<file path="src/rtl/rpcPkg.sv">
package rpcPkg;
  // Strobes handed from control to datapath each cycle
  typedef struct packed {
    logic load;   // capture the incoming entry
    logic arm;    // evaluate and register the parity result
  } rdStrobe_t;
endpackage

</file>
<file path="src/rtl/rpcControl.sv">
module rpcControl
  import rpcPkg::*;
(
  input  logic      clk,
  input  logic      rstN,
  input  logic      rdValid,
  input  logic      chkEnable,
  output rdStrobe_t strobe,
  output logic      validQ
);

  always_comb begin
    strobe.load = rdValid;
    strobe.arm  = rdValid & chkEnable;
  end

  always_ff @(posedge clk or negedge rstN) begin
    if (!rstN) validQ <= 1'b0;
    else       validQ <= rdValid;
  end

  // output valid follows the input strobe by exactly one cycle
  a_r7_valid_follows: assert property (@(posedge clk) disable iff (!rstN)
    rdValid |=> validQ);
  a_r7_valid_idle: assert property (@(posedge clk) disable iff (!rstN)
    !rdValid |=> !validQ);

endmodule

</file>
<file path="src/rtl/rpcDatapath.sv">
module rpcDatapath
  import rpcPkg::*;
#(
  parameter int ENTRY_W = 72
) (
  input  logic               clk,
  input  logic               rstN,
  input  rdStrobe_t          strobe,
  input  logic [ENTRY_W-1:0] inData,
  output logic [ENTRY_W-1:0] dataQ,
  output logic               errQ
);

  localparam int PAY_W  = ENTRY_W - 2;
  localparam int EVEN_N = (PAY_W + 1) / 2;
  localparam int ODD_N  = PAY_W / 2;

  logic [EVEN_N-1:0] evenLane;
  logic [ODD_N-1:0]  oddLane;
  logic              evenBad;
  logic              oddBad;

  // Gather the interleaved lanes
  for (genvar i = 0; i < EVEN_N; i++) begin : g_even
    assign evenLane[i] = inData[2*i];
  end
  for (genvar j = 0; j < ODD_N; j++) begin : g_odd
    assign oddLane[j] = inData[2*j+1];
  end

  // Even parity: lane xor including its stored bit must be zero
  assign evenBad = (^evenLane) ^ inData[PAY_W];
  assign oddBad  = (^oddLane)  ^ inData[PAY_W+1];

  always_ff @(posedge clk or negedge rstN) begin
    if (!rstN) begin
      dataQ <= '0;
      errQ  <= 1'b0;
    end else begin
      if (strobe.load) dataQ <= inData;
      errQ <= strobe.arm & (evenBad | oddBad);
    end
  end

  // captured word is the one presented with the strobe
  a_r2_data_latency: assert property (@(posedge clk) disable iff (!rstN)
    strobe.load |=> dataQ == $past(inData));
  // no strobe, no change
  a_r8_data_hold: assert property (@(posedge clk) disable iff (!rstN)
    !strobe.load |=> $stable(dataQ));
  // flag needs an armed check
  a_r6_unarmed_quiet: assert property (@(posedge clk) disable iff (!rstN)
    !strobe.arm |=> !errQ);

endmodule

</file>
<file path="src/rtl/rdParityChecker.sv">
module rdParityChecker
  import rpcPkg::*;
#(
  parameter int ENTRY_W = 72
) (
  input  logic               clk,
  input  logic               rstN,
  input  logic [ENTRY_W-1:0] rdData,
  input  logic               rdValid,
  input  logic               chkEnable,
  output logic [ENTRY_W-1:0] outData,
  output logic               outValid,
  output logic               parityErr
);

  rdStrobe_t strobe;

  rpcControl uCtrl (
    .clk       (clk),
    .rstN      (rstN),
    .rdValid   (rdValid),
    .chkEnable (chkEnable),
    .strobe    (strobe),
    .validQ    (outValid)
  );

  rpcDatapath #(.ENTRY_W(ENTRY_W)) uDp (
    .clk    (clk),
    .rstN   (rstN),
    .strobe (strobe),
    .inData (rdData),
    .dataQ  (outData),
    .errQ   (parityErr)
  );

  // the flag only rides with a valid word
  a_r5_flag_with_valid: assert property (@(posedge clk) disable iff (!rstN)
    parityErr |-> outValid);
  // disabled check never reports, seen at the ports
  a_r6_disabled_no_flag: assert property (@(posedge clk) disable iff (!rstN)
    (rdValid && !chkEnable) |=> !parityErr);

endmodule

</file>
<file path="config.mk">
export PLATFORM = sky130hd
export DESIGN_NAME = rdParityChecker
export DESIGN_NICKNAME = d
export VERILOG_FILES = /design/src/rtl/rpcPkg.sv /design/src/rtl/rpcControl.sv /design/src/rtl/rpcDatapath.sv /design/src/rtl/rdParityChecker.sv
export SDC_FILE = /design/constraint.sdc
export NUM_CORES = 1
export LEC_CHECK = 0
export BUFFER_PORTS_ARGS = -buffer_cell sky130_fd_sc_hd__buf_2
export CAP_MARGIN = 5
export CORE_MARGIN = 5
export CORE_UTILIZATION = 50
export DETAILED_ROUTE_END_ITERATION = 8
export PLACE_DENSITY = 0.93
export SYNTH_ARGS = -nofsm -noshare
export SYNTH_HDL_FRONTEND = slang
export SYNTH_SLANG_ARGS = --single-unit
export TNS_END_PERCENT = 100
</file>
<file path="constraint.sdc">
create_clock -name clk -period 1.7 [get_ports clk]
set_input_delay 0.085 -clock clk [delete_from_list [all_inputs] [get_ports clk]]
set_output_delay 0.085 -clock clk [all_outputs]
set_load 0.05 [all_outputs]
</file>
==> summary.txt <==
Yosys
  • Post-Syn Area: 0.00334 sq mm
  • Main synth FF type: dfrtp_1
  • Ys async rst share: 1.00
  • Mapped Avg Cell Area: 14.9 sq um
  • Post-synth top area cell: dfrtp_1
  • Warnings, synthesis: 0
  • Register area share after synthesis: 0.555
  • Mapped Nets: 300
  • EDFF count, synth: 0
  • Top-count cell post-synth: dfrtp_1
  • Syn Inst Count: 224
  • Unique masters post-synth: 9
  • Synth top area share: 0.555
  • FF+latch count, synth: 74
  • Top cells by area, synth: dfrtp_1 (55%), mux2_2 (24%), xnor2_1 (15%), xor2_1 (1.6%), xnor3_1 (1.3%)
  • Top post-synthesis cells by count: dfrtp_1 (74), mux2_2 (72), xnor2_1 (58)

Clock network
  • CTS tree: yes
  • Root Driver: clkbuf_8
  • Reg clk slew, reported paths: 80 ps
  • Clock Latency Late Sink: 330 ps
  • Clock Tree Buf Depth: 2
  • Post-CTS setup buffer count: 0
  • CTS HTree Levels: 3
  • Num CTS Buffers: 9
  • TritonCTS Sinks: 74

STA
  • Fin. Hold Viols: 0
  • Final setup fails: 0
  • Max-slew headroom: 0.694
  • Fin Clk Skew: 0 ps
  • Final worst path period share: 0.971
  • Max Slew Vio Count: 0
  • Fin crit period: 1650 ps
  • Fin Setup TNS: 0 ps
  • Fmax: 0.606 GHz
  • Worst-margin pin slew: 459 ps

Critical path
  • WP buf/inv: 1
  • Critical path's slowest cell: dlygate4sd3_1
  • Worst Reg-to-Reg Cells: 1
  • Setup crit end: uDp.errQ
  • Worst R2R Start: uDp.dataQ[17]
  • Worst R2R Setup Slack: ~900 ps
  • Critical Path, Cell by Cell: dlygate4sd3_1, xnor2_2, xnor2_2, xnor2_2, xnor3_1, xnor2_1, a21oi_1
  • Worst Setup Path Type: input pin to register
  • Max incr delay on CP: around 600 ps
  • FF-to-FF End: uDp.dataQ[17]
  • Worst setup path start: rdData[28]
  • Worst EP arrival: 1900 ps
  • Delay-heaviest family, CP: XOR/XNOR gates
  • CP Max Fanout: 2
  • CP required: 1950 ps
  • Kind of end point of the critical path: register
  • Most frequent CP cell: xnor2_2
  • Crit path depth: 7
  • Crit start category: input pin

Routing
  • Final ANT Viol Nets: 0
  • Vias per inst: 4.93
  • Post-route DRC violation count: 0
  • WL/cell: 17.3 microns
  • Via count: 2444
  • Final WL: between 8000 and 9000 microns
  • Initial DRC count: 24
  • First-pass iteration count of the detailed router: 4

Placed design
  • # placed instances: 445
  • I/O Buffers: around 150
  • Area after DPL: 0.00421 sq mm
  • Gp weighted congestion: 0.703
  • Detailed Place HPWL: between 5000 and 6000 microns

Power and ir drop
  • PD cells: around 1100 mW/mm^2
  • Leakage power: 2.30 nW
  • Final total power: ~5.7 mW
  • Peak supply drop: ~0.74 mV

Global routing
  • Vias in the first global route: 2791
  • Grt total ovfl: 0
  • First-pass GRT wire length: roughly 14000 microns
  • Largest net degree at the start of global routing: 40
  • Total Routing Usage GR: 0.209
  • Initial antenna violation count: 0

Min path
  • Worst hold path class: input pin to register

Floorplan
  • Die area: 0.00841 sq mm
  • Starting Density: 0.520
  • Die Ht: 91.7 microns
  • Rows: 29
  • Num ports: 150
  • Core area: 0.00642 sq mm
  • Die W: 91.7 microns

Finish
  • Design Area, Final: 0.00494 sq mm
  • Share of layout cells above drive strength 1: 0.585
  • Non-filler cells, final: 496
  • Layout Area Growth over Synthesis: 47.8%
  • NumNets Final: 490
  • Antenna Cells: 0

Job
  • Maxcap violations: 0

Status
  • Status: complete, no violations
## repair_timing
item	CTS	global route
gates resized for setup	0	12
setup endpoints to repair	0	1
hold buffers	40	1
hold endpoints to repair	74	1
## metrics by stage
step	util	setup slack, ps	hold WS [ps]
3_5_place_dp	0.656	67.9	78.9
2_1_floorplan	-	408	-211
4_1_cts	0.758	7.09	0.104
3_3_place_gp	0.656	63.5	66.1
6_report	0.769	49.8	12.3
5_1_grt	0.769	-3.50	1.06
## power breakdown
group	total [mW]	internal [mW]	leakage [nW]	switching, mW
combinational	1.94	0.764	1.31	1.18
clock	1.68	1.06	0.123	0.626
sequential	2.04	1.94	0.867	0.0911
total	5.66	3.76	2.30	1.90
## registers in the layout, summed over array words and instances, names as in the netlist
register	flops
uDp.errQ	1
uCtrl.validQ	1
uDp.dataQ	72
## worst min-delay path by stage
stage / from / cells after the start / to / slack (ps)
after floorplan: rstN / 0 / uCtrl.validQ / -210
after global placement: rstN / 1 / uDp.dataQ[71] / 70
after detailed placement: rstN / 1 / uDp.dataQ[71] / 80
after CTS: rdData[65] / 2 / uDp.dataQ[65] / 0.1
after global routing: rdData[15] / 2 / uDp.dataQ[15] / 1
final: rdData[63] / 2 / uDp.dataQ[63] / 10
## layout make-up
type / instances / area, sq um
clock buffer: 12 / 155
clock inverter: 4 / 97.6
fill: 406 / 1490
multi-input combinational: 142 / 1540
sequential: 74 / 1850
tap: 77 / 96.3
timing repair buffer: 187 / 1190
## cell families after synthesis
group | Yosys count | synth area share
AO/OA/AOI/OAI | 1 | 0.00150
multiplexers | 72 | 0.243
XOR/XNOR | 68 | 0.191
buffers and inverters | 8 | 0.00899
flip-flops | 74 | 0.555
AND/OR/NAND/NOR | 1 | 0.00112
## cells in the final DEF (no fill, tap or decap), drive strengths merged, types with 2 or more instances in the layout
cell	count
buf	146
bufinv	3
clkbuf	12
dfrtp	74
dlygate4sd3	40
mux2	72
xnor2	60
xnor3	2
xor2	6
## per-layer routing
layer,share of wire,routed length (microns),track usage,vias to the layer above
met2,0.53,4530,0.379,100
met1,0.37,3170,0.227,1185
met3,0.077,660,0.0720,19
met4,0.026,219,0.0743,0
li1,-,-,-,1140
met5,0,0,0,-
Power figures use the tool's default switching activity.
